**src/rtl/poll_seq_pkg.sv**
```systemverilog
package poll_seq_pkg;

    typedef enum logic [1:0] {
        ST_SLEEP   = 2'd0,
        ST_STARTUP = 2'd1,
        ST_CHECK   = 2'd2,
        ST_RECEIVE = 2'd3
    } pwr_state_e;

    localparam int SLEEP_W = 5;
    localparam logic [SLEEP_W-1:0] PARK_CODE = '1;

endpackage

```
**src/rtl/poll_tick_gen.sv**
```systemverilog
module poll_tick_gen #(
    parameter int DIV = 14
) (
    input  logic clk,
    input  logic rst_n,
    output logic tick
);
    localparam int DW = (DIV > 2) ? $clog2(DIV) : 1;
    localparam logic [DW-1:0] LAST = DW'(DIV - 1);

    logic [DW-1:0] cnt_d, cnt_q;

    always_comb begin
        cnt_d = (cnt_q == LAST) ? '0 : cnt_q + 1'b1;
    end

    always_ff @(posedge clk) begin
        if (!rst_n) cnt_q <= '0;
        else        cnt_q <= cnt_d;
    end

    assign tick = (cnt_q == LAST);
endmodule

```
**src/rtl/poll_dwell_calc.sv**
```systemverilog
module poll_dwell_calc
    import poll_seq_pkg::*;
#(
    parameter int UNIT  = 1024,
    parameter int XEXT  = 8,
    parameter int STUP0 = 96,
    parameter int STUP1 = 64,
    parameter int STUP2 = 48,
    parameter int STUP3 = 40,
    parameter int CNT_W = 18
) (
    input  logic [SLEEP_W-1:0] sleep_word,
    input  logic               sleep_ext,
    input  logic [1:0]         baud_range,
    output logic [CNT_W-1:0]   sleep_target,
    output logic [CNT_W-1:0]   stup_target
);
    localparam logic [CNT_W-1:0] UNIT_C = CNT_W'(UNIT);
    localparam logic [CNT_W-1:0] XEXT_C = CNT_W'(XEXT);

    logic [CNT_W-1:0] factor;

    generate
        if (XEXT > 1) begin : g_ext
            assign factor = sleep_ext ? XEXT_C : CNT_W'(1);
        end else begin : g_noext
            logic unused_ext;
            assign unused_ext = sleep_ext;
            assign factor = CNT_W'(1);
        end
    endgenerate

    always_comb begin
        sleep_target = CNT_W'(sleep_word) * factor * UNIT_C;
    end

    always_comb begin
        case (baud_range)
            2'd0:    stup_target = CNT_W'(STUP0);
            2'd1:    stup_target = CNT_W'(STUP1);
            2'd2:    stup_target = CNT_W'(STUP2);
            default: stup_target = CNT_W'(STUP3);
        endcase
    end
endmodule

```
**src/rtl/poll_seq_fsm.sv**
```systemverilog
module poll_seq_fsm
    import poll_seq_pkg::*;
#(
    parameter int CNT_W = 18
) (
    input  logic               clk,
    input  logic               rst_n,
    input  logic               tick,
    input  logic [SLEEP_W-1:0] sleep_word,
    input  logic [CNT_W-1:0]   sleep_target,
    input  logic [CNT_W-1:0]   stup_target,
    input  logic               poll_n_on,
    input  logic               off_cmd,
    input  logic               chk_pass,
    input  logic               chk_fail,
    output logic               awake,
    output logic               chk_start,
    output pwr_state_e         state
);
    typedef struct packed {
        pwr_state_e       st;
        logic [CNT_W-1:0] cnt;
        logic             parked;
        logic             start;
        logic             poll_last;
    } seq_t;

    seq_t cur_q, nxt_d;
    logic [CNT_W:0] cnt_inc;
    logic           poll_rise;

    always_comb begin
        cnt_inc   = {1'b0, cur_q.cnt} + 1'b1;
        poll_rise = poll_n_on && !cur_q.poll_last;

        nxt_d           = cur_q;
        nxt_d.start     = 1'b0;
        nxt_d.poll_last = poll_n_on;

        if (!poll_n_on) begin
            if (cur_q.st != ST_RECEIVE) begin
                nxt_d.st     = ST_RECEIVE;
                nxt_d.cnt    = '0;
                nxt_d.parked = 1'b0;
            end
        end else begin
            unique case (cur_q.st)
                ST_SLEEP: begin
                    if (tick) begin
                        if (sleep_word == PARK_CODE) begin
                            nxt_d.cnt    = '0;
                            nxt_d.parked = 1'b1;
                        end else if (cur_q.parked ||
                                     cnt_inc >= {1'b0, sleep_target}) begin
                            nxt_d.st     = ST_STARTUP;
                            nxt_d.cnt    = '0;
                            nxt_d.parked = 1'b0;
                        end else begin
                            nxt_d.cnt = cnt_inc[CNT_W-1:0];
                        end
                    end
                end
                ST_STARTUP: begin
                    if (tick) begin
                        if (cnt_inc >= {1'b0, stup_target}) begin
                            nxt_d.st    = ST_CHECK;
                            nxt_d.cnt   = '0;
                            nxt_d.start = 1'b1;
                        end else begin
                            nxt_d.cnt = cnt_inc[CNT_W-1:0];
                        end
                    end
                end
                ST_CHECK: begin
                    if (chk_fail) begin
                        nxt_d.st     = ST_SLEEP;
                        nxt_d.cnt    = '0;
                        nxt_d.parked = 1'b0;
                    end else if (chk_pass) begin
                        nxt_d.st = ST_RECEIVE;
                    end
                end
                default: begin
                    if (off_cmd || poll_rise) begin
                        nxt_d.st     = ST_SLEEP;
                        nxt_d.cnt    = '0;
                        nxt_d.parked = 1'b0;
                    end
                end
            endcase
        end
    end

    always_ff @(posedge clk) begin
        if (!rst_n) begin
            cur_q.st        <= ST_SLEEP;
            cur_q.cnt       <= '0;
            cur_q.parked    <= 1'b0;
            cur_q.start     <= 1'b0;
            cur_q.poll_last <= 1'b1;
        end else begin
            cur_q <= nxt_d;
        end
    end

    assign awake     = (cur_q.st != ST_SLEEP);
    assign chk_start = cur_q.start;
    assign state     = cur_q.st;
endmodule

```
**src/rtl/poll_seq_top.sv**
```systemverilog
module poll_seq_top
    import poll_seq_pkg::*;
#(
    parameter int DIV   = 14,
    parameter int UNIT  = 1024,
    parameter int XEXT  = 8,
    parameter int STUP0 = 96,
    parameter int STUP1 = 64,
    parameter int STUP2 = 48,
    parameter int STUP3 = 40
) (
    input  logic       clk,
    input  logic       rst_n,
    input  logic [4:0] sleep_word,
    input  logic       sleep_ext,
    input  logic [1:0] baud_range,
    input  logic       poll_n_on,
    input  logic       off_cmd,
    input  logic       chk_pass,
    input  logic       chk_fail,
    output logic       active,
    output logic       path_en,
    output logic       chk_start
);
    localparam int XMAX  = (XEXT > 1) ? XEXT : 1;
    localparam int CNT_W = $clog2(((2 ** SLEEP_W) - 1) * XMAX * UNIT + 1);

    logic             tick;
    logic             awake;
    logic [CNT_W-1:0] sleep_target;
    logic [CNT_W-1:0] stup_target;
    pwr_state_e       fsm_state;

    poll_tick_gen #(.DIV(DIV)) u_tick (
        .clk  (clk),
        .rst_n(rst_n),
        .tick (tick)
    );

    poll_dwell_calc #(
        .UNIT (UNIT),
        .XEXT (XEXT),
        .STUP0(STUP0),
        .STUP1(STUP1),
        .STUP2(STUP2),
        .STUP3(STUP3),
        .CNT_W(CNT_W)
    ) u_dwell (
        .sleep_word  (sleep_word),
        .sleep_ext   (sleep_ext),
        .baud_range  (baud_range),
        .sleep_target(sleep_target),
        .stup_target (stup_target)
    );

    poll_seq_fsm #(.CNT_W(CNT_W)) u_fsm (
        .clk         (clk),
        .rst_n       (rst_n),
        .tick        (tick),
        .sleep_word  (sleep_word),
        .sleep_target(sleep_target),
        .stup_target (stup_target),
        .poll_n_on   (poll_n_on),
        .off_cmd     (off_cmd),
        .chk_pass    (chk_pass),
        .chk_fail    (chk_fail),
        .awake       (awake),
        .chk_start   (chk_start),
        .state       (fsm_state)
    );

    assign active  = awake;
    assign path_en = awake;
endmodule

```
**config.mk**
```make
export PLATFORM = sky130hd
export DESIGN_NAME = poll_seq_top
export DESIGN_NICKNAME = d
export VERILOG_FILES = /design/src/rtl/poll_seq_pkg.sv /design/src/rtl/poll_tick_gen.sv /design/src/rtl/poll_dwell_calc.sv /design/src/rtl/poll_seq_fsm.sv /design/src/rtl/poll_seq_top.sv
export SDC_FILE = /design/constraint.sdc
export NUM_CORES = 1
export LEC_CHECK = 0
export BUFFER_PORTS_ARGS = -buffer_cell sky130_fd_sc_hd__clkbuf_2
export CORE_ASPECT_RATIO = 0.6
export CORE_MARGIN = 4
export CORE_UTILIZATION = 50
export DETAILED_ROUTE_END_ITERATION = 6
export PLACE_DENSITY = 0.8
export SKIP_CTS_REPAIR_TIMING = 1
export SYNTH_ARGS = -nofsm -noshare
export SYNTH_HDL_FRONTEND = slang
export SYNTH_SLANG_ARGS = --single-unit
```
**constraint.sdc**
```tcl
create_clock -name clk -period 9.1 [get_ports clk]
set_input_delay 0.455 -clock clk [delete_from_list [all_inputs] [get_ports clk]]
set_output_delay 0.455 -clock clk [all_outputs]
set_load 0.01 [all_outputs]
```
==> results of run 1 <==
worst max-delay path: cells and delay by family, from the launching register on:
family,cells,cell delay [ns]
AO/OA/AOI/OAI,4,1.12
flip-flops,1,0.49
adder cells (fa/ha/maj),1,0.27
AND/OR/NAND/NOR,6,2.15
XOR/XNOR,1,0.19
flip-flops by register name (all words and copies together), names as in the netlist:
register and count:
u_fsm.chk_start 1, u_fsm.cur_q 20, u_fsm.state 2, u_tick.cnt_q 4
worst min-delay path by stage:
stage,slack (ns),to,cells after the start
4_1_cts,0.51,u_tick.cnt_q[0]$_SDFF_PP0_,1
2_1_floorplan,0.44,u_tick.cnt_q[0]$_SDFF_PP0_,1
5_1_grt,0.53,u_tick.cnt_q[0]$_SDFF_PP0_,1
6_report,0.50,u_tick.cnt_q[0]$_SDFF_PP0_,1
3_3_place_gp,0.47,u_tick.cnt_q[0]$_SDFF_PP0_,1
3_5_place_dp,0.49,u_tick.cnt_q[0]$_SDFF_PP0_,1
metrics by stage:
stage | setup WS [ns] | util [%] | std cells | hold slack, ns
final | 4.80 | 54.8 | 386 | 0.501
after global routing | 4.45 | 54.8 | 386 | 0.528
after detailed placement | 4.92 | 53.8 | 382 | 0.489
after CTS | 4.88 | 54.8 | 386 | 0.511
after floorplan | 5.54 | - | 334 | 0.445
after global placement | 5.03 | 53.8 | 382 | 0.470
power breakdown:
part | internal [mW] | leakage [nW] | switching (mW) | total, mW
Sequential | 0.125 | 0.219 | 0.0103 | 0.136
Clock | 0.0308 | 0.0255 | 0.0385 | 0.0693
Combinational | 0.0563 | 0.779 | 0.125 | 0.181
Total | 0.212 | 1.02 | 0.174 | 0.386
layer usage:
layer / vias to the layer above / part of all wire, % / GRT usage [%]
met3: 3 / 8.1 / 3.12
met5: - / 0 / 0
met4: 0 / 0.17 / 2.56
li1: 1175 / - / -
met2: 91 / 40 / 26.4
met1: 1044 / 51 / 32.5
logic make-up (layout without fill, tap and decap cells):
kind of cell               count (synthesis)  after routing  share of synthesized area, %
AOI/OAI and AO/OA                         67             67                          17.4
and+or+nand+nor                          145            145                          31.9
xor gates and xnor gates                  21             21                          7.32
buffers and inverters                     42             31                          7.27
DFF                                       27             27                          21.5
other                                      2              3                         0.299
muxes                                      5              5                          2.09
adders and majority gates                 24             24                          12.3
cell usage after synthesis, types with 3 or more instances:
master      n
clkbuf_1   20
or4_1       4
nor2b_1     7
or3_1       6
and4_1      4
a21o_1      3
inv_1      11
nor3_1     13
nand2b_1   10
nor4_1      6
dfxtp_1    27
o2111ai_1   5
nor2_1     18
o21bai_1    3
a21oi_1    20
nand2_1    34
buf_2       6
xnor2_1    14
o21ai_0    15
mux2i_1     3
and3_1      6
ha_1       23
nand4_1     6
o22ai_1     4
xor2_1      7
nand4b_1    3
nand3_1    18
and2_1      4
layout make-up:
class	count	area [sq um]
Fill cell	435	2130
Clock inverter	1	5.00
Timing Repair Buffer	16	80.1
Clock buffer	3	41.3
Inverter	11	41.3
Multi-Input combinational cell	265	1790
Tap cell	63	78.8
Sequential cell	27	541
==> results.json, run 1 <==
{
  "crit_path_cell_trace": "nand3_1 -> or4_1 -> nor2_1 -> xor2_1 -> ha_1 -> nand3_1 -> nand2b_1 -> a2111oi_0 -> a2111oi_2 -> and2_1 -> o21ai_0 -> a211oi_1",
  "io_pins": 17,
  "die_h_um": 62.9,
  "htree_levels": 1,
  "outcome": "complete, no violations",
  "clock-sinks": 27,
  "timing.fmax_ghz": 0.233,
  "drc": 0,
  "antenna_found_initial": 0,
  "fin_total_pwr_mw": 0.386,
  "root_buffer": "clkbuf_8",
  "cts_tree": "built",
  "grt_max_degree": 23,
  "gr-usage-all-layers_pct": 19.7,
  "synthDominantCellAreaShare_pct": 21.5,
  "yosysTopAreaCell": "dfxtp_1",
  "start_kind": "flop",
  "dp_hpwl_um": 4550,
  "cp-startpoint": "u_fsm.cur_q[5]$_SDFFE_PN0P_",
  "post_drt_wl_per_cell_um": 15.5,
  "globalplace.congestion": 0.941,
  "critPathCapture": "u_fsm.cur_q[11]$_SDFFE_PN0P_",
  "drtIter0Drc": 234,
  "vias": 2313,
  "cap_violations": 0,
  "core.rowCount": 19,
  "critPathArrivalTime_ns": 4.49,
  "synth_cells": 333,
  "max_stage_delay_ns": 0.77,
  "viasPerCell": 5.99,
  "core_sq_um": 4710,
  "period_needed_ns": 4.30,
  "ant_nets": 0,
  "fin_area_sq_um": 2580,
  "async_flop_share_pct": 0,
  "start_util_pct": 53.4,
  "die_w_um": 99.5,
  "nets": 362,
  "final_cell_mix": "34 x nand2_1, 27 x dfxtp_1, 23 x ha_1",
  "required_ns": 9.30,
  "reg2reg_from": "u_fsm.cur_q[5]$_SDFFE_PN0P_",
  "hp-start": "u_tick.cnt_q[0]$_SDFF_PP0_",
  "synth-seq-cells": 27,
  "grt_pass1_vias": 2063,
  "power_density_nw_per_um2": 150,
  "drt_wl_total_um": 6000,
  "ir_drop_uv": 151,
  "skew_ns": 0.00975,
  "ys.flop_type": "dfxtp_1",
  "relSlewSlack_pct": 18.9,
  "ys_seq_area_share_pct": 21.5,
  "critPathMaxFanout": 17,
  "r2r_cells": 12,
  "ys_top_cells_by_area": "dfxtp_1 22%, ha_1 11%, nand2_1 5.1%",
  "rsz0062_at_grt": "false",
  "final_common_cell": "nand2_1",
  "path_common_cell": "nand3_1",
  "overflow": 0,
  "netlist_area_sq_um": 2510,
  "cts_buffer_depth": 2,
  "dieArea_sq_um": 6260,
  "tightest_slew_ns": 1.22,
  "clkTransAtPathRegs_ns": 0.10,
  "hold_viol": 0,
  "syn_avg_cell_area_sq_um": 7.54,
  "yosys.cell_types.count": 52,
  "area_growth_syn_to_layout_pct": 2.69,
  "reg2reg_slack_ns": 4.80,
  "dr.pass1.iters": 5,
  "setup-tns-final_ns": 0,
  "ys_warn_count": 0,
  "fin_crit_sh_pct": 47.2,
  "setup_viol": 0,
  "reg2reg_to": "u_fsm.cur_q[11]$_SDFFE_PN0P_",
  "drv_slew": 0,
  "worstSetupPathType": "flop to flop",
  "synth-edff-count": 0,
  "hp-class": "flop to flop",
  "grt_pass1_wl_um": 10200,
  "cp-end-kind": "flop",
  "drive_above_1_share_pct": 8.36,
  "crit_slowest_cell": "or4_1",
  "clk-insertion-delay-late_ns": 0.28,
  "place_area_sq_um": 2530,
  "cts_buffers": 3,
  "p_leak_nw": 1.02,
  "portBuffers": 16,
  "antenna_cells": 0
}
Note: power is estimated with default switching activity, not from simulation.
==> run 2: changes to the inputs <==
--- a/config.mk
+++ b/config.mk
@@ -10,7 +10,7 @@
 export CORE_MARGIN = 4
 export CORE_UTILIZATION = 50
 export DETAILED_ROUTE_END_ITERATION = 6
-export PLACE_DENSITY = 0.8
+export PLACE_DENSITY = 0.83
 export SKIP_CTS_REPAIR_TIMING = 1
 export SYNTH_ARGS = -nofsm -noshare
 export SYNTH_HDL_FRONTEND = slang
==> constraint.sdc (replaced) <==
create_clock -name clk -period 3.75 [get_ports clk]
set_input_delay 0.1875 -clock clk [delete_from_list [all_inputs] [get_ports clk]]
set_output_delay 0.1875 -clock clk [all_outputs]
set_load 0.01 [all_outputs]
==> run 2 against run 1 <==
Compared with the run above: sequential share of layout area is 1.7 points lower; sequential power is 140% higher; cell area is 9.4% higher; final cell count is 6.7% higher; via count is 8.0% higher; largest power group unchanged.
==> results.json, run 2 (same netlist as run 1, synthesis figures left out) <==
{
  "outcome": "complete, no violations",
  "clock_power_share_pct": 15.9,
  "reg2reg_slack_ns": 0.17,
  "r2r_cells": 15,
  "timing.fmax_ghz": 0.280,
  "cap_violations": 0,
  "globalplace.congestion": 0.982,
  "portBuffers": 16,
  "reg2reg_to": "u_fsm.state[0]$_SDFFE_PN0P_",
  "largest_register_ffs": 20,
  "wl_met3_um": 884,
  "path_common_cell": "buf_4",
  "tightest_slew_ns": 1.08,
  "reg2reg_from": "u_fsm.cur_q[4]$_SDFFE_PN0P_",
  "crit_path_cell_trace": "ha_1 -> buf_4 -> and4_1 -> nand3_1 -> nor2_1 -> xor2_1 -> ha_1 -> and3_1 -> nand2b_1 -> a2111oi_1 -> buf_4 -> a2111oi_4 -> buf_4 -> or4_1 -> o311a_1",
  "drv_slew": 0,
  "max_stage_delay_ns": 0.52,
  "ant_nets": 0,
  "start_kind": "flop",
  "die_w_um": 99.5,
  "power_frac_seq_pct": 31.3,
  "cts_buffer_depth": 2,
  "dieArea_sq_um": 6260,
  "gr-usage-all-layers_pct": 21.3,
  "clkTransAtPathRegs_ns": 0.09,
  "dp_hpwl_um": 5190,
  "critPathMaxFanout": 5,
  "wl_met1_um": 3130,
  "hp-start": "poll_n_on",
  "root_buffer": "clkbuf_8",
  "dr.pass1.iters": 5,
  "drtIter0Drc": 214,
  "viasPerCell": 6.06,
  "clock-sinks": 27,
  "drive_above_1_share_pct": 16.6,
  "antenna_cells": 0,
  "skew_ns": 0.00734,
  "grt_pass1_vias": 2197,
  "relSlewSlack_pct": 28.1,
  "post_drt_wl_per_cell_um": 16.6,
  "start_util_pct": 53.4,
  "wl_met2_um": 2710,
  "hold_viol": 0,
  "rsz0062_at_grt": "false",
  "hp-class": "input port to flop",
  "ir_drop_uv": 599,
  "io_pins": 17,
  "area_growth_syn_to_layout_pct": 12.3,
  "n_fill_cell": 417,
  "fin_util_pct": 59.9,
  "whs_ns": 0.298,
  "nets": 388,
  "fin_crit_sh_pct": 95.4,
  "regMostFlops": "u_fsm.cur_q",
  "required_ns": 3.92,
  "hold_path_end": "u_fsm.chk_start$_SDFF_PN0_",
  "path_buf_inv": 3,
  "pwr-share-comb_pct": 52.8,
  "worstSetupPathType": "flop to flop",
  "htree_levels": 1,
  "fin_total_pwr_mw": 1.06,
  "critPathArrivalTime_ns": 3.74,
  "cts_tree": "built",
  "power_density_nw_per_um2": 375,
  "netSwitchingPower_mw": 0.460,
  "min_delay_path_depth": 3,
  "die_h_um": 62.9,
  "top_layer": "met4",
  "cts_buffers": 3,
  "worst-path-stages": 15,
  "setup_viol": 0,
  "grt_pass1_wl_um": 10800,
  "grt_max_degree": 22,
  "p_leak_nw": 1.17,
  "setup-tns-final_ns": 0,
  "cp-end-kind": "flop",
  "final_common_cell": "nand2_1",
  "vias": 2497,
  "period_needed_ns": 3.58,
  "core.rowCount": 19,
  "antenna_found_initial": 0,
  "overflow": 0,
  "intPower_mw": 0.597,
  "drt_wl_total_um": 6820,
  "clk-insertion-delay-late_ns": 0.28,
  "core_sq_um": 4710,
  "final_cell_mix": "34 x nand2_1, 25 x buf_4, 25 x dfxtp_1",
  "crit_slowest_cell": "or4_1",
  "drc": 0,
  "swShare_pct": 43.5,
  "cpLargestDelayFamily": "simple AND/OR/NAND/NOR gates"
}
==> run 2: layer usage <==
metal / vias to the layer above / global-route usage, %
met5: - / 0
met4: 0 / 3.24
met1: 1109 / 33.1
li1: 1222 / -
met2: 150 / 27.9
met3: 16 / 7.58
==> run 2: power by group through the flow <==
stage / logic [mW] / registers [mW] / clock network [mW]
detailed placement: 0.518 / 0.337 / 0
global route: 0.597 / 0.334 / 0.180
CTS: 0.520 / 0.330 / 0.171
floorplan: 0.353 / 0.328 / 0
finish: 0.558 / 0.331 / 0.168
global placement: 0.502 / 0.335 / 0
==> run 2: worst max-delay path by stage <==
stage	to	from	slack (ns)
final	u_fsm.state[0]$_SDFFE_PN0P_	u_fsm.cur_q[4]$_SDFFE_PN0P_	0.17
after global routing	u_fsm.state[0]$_SDFFE_PN0P_	u_fsm.cur_q[4]$_SDFFE_PN0P_	0.007
after CTS	u_fsm.cur_q[11]$_SDFFE_PN0P_	u_fsm.cur_q[3]$_SDFFE_PN0P_	0.1
after detailed placement	u_fsm.state[0]$_SDFFE_PN0P_	u_fsm.cur_q[3]$_SDFFE_PN0P_	0.17
after global placement	u_fsm.cur_q[11]$_SDFFE_PN0P_	u_fsm.cur_q[3]$_SDFFE_PN0P_	0.31
after floorplan	u_fsm.cur_q[8]$_SDFFE_PN0P_	u_fsm.cur_q[3]$_SDFFE_PN0P_	0.19
==> run 2: final cells by class <==
type,count,area [sq um],area share (%)
well taps,63,78.8,2.79
inverters,11,41.3,1.46
flip-flops and latches,27,543,19.2
repair buffers,42,288,10.2
multi-input cells,265,1830,64.7
clock buffers,4,45.0,1.60
==> run 2: stage by stage <==
stage	cells	area [sq um]	setup slack, ns
floorplan	334	2520	0.190
global placement	407	2730	0.313
detailed placement	407	2730	0.170
CTS	411	2780	0.0994
global route	412	2820	0.00734
finish	412	2820	0.173
==> run 2: tightest hold or removal path, cell delays in order <==
cell and delay [ns]:
clkbuf_2 0.19, nand3_1 0.11, nor3_1 0.05
==> run 3: changes to the inputs <==
--- a/config.mk
+++ b/config.mk
@@ -5,6 +5,7 @@
 export SDC_FILE = /design/constraint.sdc
 export NUM_CORES = 1
 export LEC_CHECK = 0
+export ABC_AREA = 1
 export BUFFER_PORTS_ARGS = -buffer_cell sky130_fd_sc_hd__clkbuf_2
 export CORE_ASPECT_RATIO = 0.6
 export CORE_MARGIN = 4
==> run 3 against run 2 <==
Compared with the run above: clock power up 10%; setup slack better by 0.48 ns; count of clock-buffer cells in the layout down 1; clock skew down 0.0030 ns; largest cell class unchanged; combinational power down 30%; synthesized cell count up 13%; sequential power about the same; utilization down 4.1 points; cell area down 8.8%; synthesized area down 3.7%; highest routed layer unchanged.
==> results.json, run 3 <==
{
  "outcome": "complete, no violations",
  "root_buffer": "clkbuf_8",
  "path_common_cell": "nand2_1",
  "start_util_pct": 52.5,
  "dp_hpwl_um": 4450,
  "clk-insertion-delay-late_ns": 0.28,
  "grt_pass1_wl_um": 9170,
  "required_ns": 3.91,
  "rsz0062_at_grt": "false",
  "yosysTopAreaCell": "dfxtp_1",
  "drv_slew": 0,
  "die_w_um": 97.8,
  "overflow": 0,
  "vias": 2336,
  "timing.fmax_ghz": 0.323,
  "reg2reg_slack_ns": 0.65,
  "relSlewSlack_pct": 54.6,
  "period_needed_ns": 3.10,
  "ys_seq_area_share_pct": 22.3,
  "drive_above_1_share_pct": 14.9,
  "clkTransAtPathRegs_ns": 0.11,
  "post_drt_wl_per_cell_um": 12.7,
  "die_h_um": 61.9,
  "drc": 0,
  "globalplace.congestion": 0.936,
  "viasPerCell": 5.17,
  "gr-usage-all-layers_pct": 18.9,
  "synth_cells": 375,
  "area_growth_syn_to_layout_pct": 6.36,
  "syn_avg_cell_area_sq_um": 6.45,
  "dpl.cell_count": 448,
  "max_stage_delay_ns": 0.47,
  "setup_viol": 0,
  "cp-end-kind": "flop",
  "drtIter0Drc": 216,
  "instances_no_fill": 452,
  "worstSetupPathType": "flop to flop",
  "core.rowCount": 19,
  "start_kind": "flop",
  "portBuffers": 16,
  "clock-sinks": 27,
  "hp-class": "input port to flop",
  "final_cell_mix": "105 x nand2_1, 47 x nor2_1, 46 x inv_1",
  "core_sq_um": 4610,
  "power_density_nw_per_um2": 351,
  "dieArea_sq_um": 6050,
  "ys.flop_type": "dfxtp_1",
  "synth_common_cells": "105 x nand2_1, 47 x nor2_1, 46 x inv_1, 27 x dfxtp_1",
  "dr.pass1.iters": 5,
  "nets": 428,
  "setup-tns-final_ns": 0,
  "ys_warn_count": 0,
  "crit_slowest_cell": "dfxtp_1",
  "drt_wl_total_um": 5720,
  "cap_violations": 0,
  "skew_ns": 0.00439,
  "tightest_slew_ns": 0.677,
  "yosys.cell_types.count": 39,
  "antenna_found_initial": 0,
  "synth-edff-count": 0,
  "critPathMaxFanout": 18,
  "hold_viol": 0,
  "p_leak_nw": 1.14,
  "yosysMostFrequentCell": "nand2_1",
  "synthDominantCellAreaShare_pct": 22.3,
  "synth-seq-cells": 27,
  "path_buf_inv": 1,
  "ir_drop_uv": 226,
  "critPathArrivalTime_ns": 3.26,
  "io_pins": 17,
  "netlist_area_sq_um": 2420,
  "antenna_cells": 0,
  "crit_path_cell_trace": "ha_1 -> nand2_2 -> nor2_4 -> nand3_4 -> nor2_4 -> nand2_1 -> nand2_1 -> inv_1 -> ha_1 -> nand2_1 -> nor2_1 -> nand3_1 -> nor2_1 -> nand2_1 -> nor2_1 -> nand3_1 -> nand2_1 -> nand2_1 -> nand4_1 -> nand2_4 -> nand2_1 -> a21oi_1",
  "largest_register_ffs": 20,
  "regMostFlops": "u_fsm.cur_q",
  "ant_nets": 0,
  "htree_levels": 1,
  "grt_max_degree": 19,
  "cts_buffer_depth": 2,
  "cpLargestDelayFamily": "simple AND/OR/NAND/NOR gates",
  "cts_buffers": 3,
  "ys_top_cells_by_area": "dfxtp_1 22%, nand2_1 16%, ha_1 12%",
  "grt_pass1_vias": 1938,
  "fin_crit_sh_pct": 82.6,
  "cts_tree": "built",
  "async_flop_share_pct": 0,
  "final_common_cell": "nand2_1"
}
[run 3: final timing paths]
path,start,endpoint,cells past startpoint
min,rst_n,u_fsm.cur_q[0]$_SDFF_PN1_,2
max reg2reg,u_fsm.cur_q[3]$_SDFFE_PN0P_,u_fsm.cur_q[14]$_SDFFE_PN0P_,22
min reg2reg,u_fsm.cur_q[2]$_SDFFE_PN0P_,u_fsm.cur_q[2]$_SDFFE_PN0P_,2
max,u_fsm.cur_q[3]$_SDFFE_PN0P_,u_fsm.cur_q[14]$_SDFFE_PN0P_,22
[run 3: cell families (layout without fill, tap and decap cells)]
logic type / count (synthesis) / after routing / share of synthesized area, %
buf+inv: 56 / 69 / 10.0
simple gates: 208 / 208 / 39.0
compound gates: 51 / 51 / 13.0
fa+ha+maj: 24 / 24 / 12.7
flops: 27 / 27 / 22.3
other cells: 2 / 3 / 0.310
xor+xnor: 7 / 7 / 2.53
[run 3: through the flow]
| stage | power (mW) | worst slack, ns | hold WS [ns] | utilization, % | area (sq um) |
|---|---|---|---|---|---|
| after floorplan | 0.667 | 1.04 | 0.257 | - | 2420 |
| after global placement | 0.717 | 0.813 | 0.453 | 54.7 | 2520 |
| after detailed placement | 0.717 | 0.699 | 0.465 | 54.7 | 2520 |
| after CTS | 0.898 | 0.679 | 0.178 | 55.8 | 2570 |
| after global routing | 0.967 | 0.308 | 0.194 | 55.8 | 2570 |
| final | 0.905 | 0.653 | 0.183 | 55.8 | 2570 |
[run 3: metal layers]
metal / part of all wire [%] / vias to the layer above / track usage (%)
met4: 0.33 / 0 / 3.35
met2: 37 / 92 / 26.2
li1: - / 1215 / -
met5: 0 / - / 0
met3: 9.3 / 2 / 4.91
met1: 53 / 1027 / 29.3
[run 3: area by class of cell]
cell class,count,area (sq um)
repair buffers,16,80.1
clock inverters,1,8.76
clock buffers,3,41.3
fillers,447,2040
well taps,63,78.8
flip-flops and latches,27,541
inverters,49,184
multi-input cells,293,1640
[run 3: report_power, final]
group | internal [mW] | leakage (nW) | switching [mW]
combinational | 0.116 | 0.899 | 0.275
clock | 0.0784 | 0.0261 | 0.107
sequential | 0.305 | 0.219 | 0.0230
total | 0.499 | 1.14 | 0.405
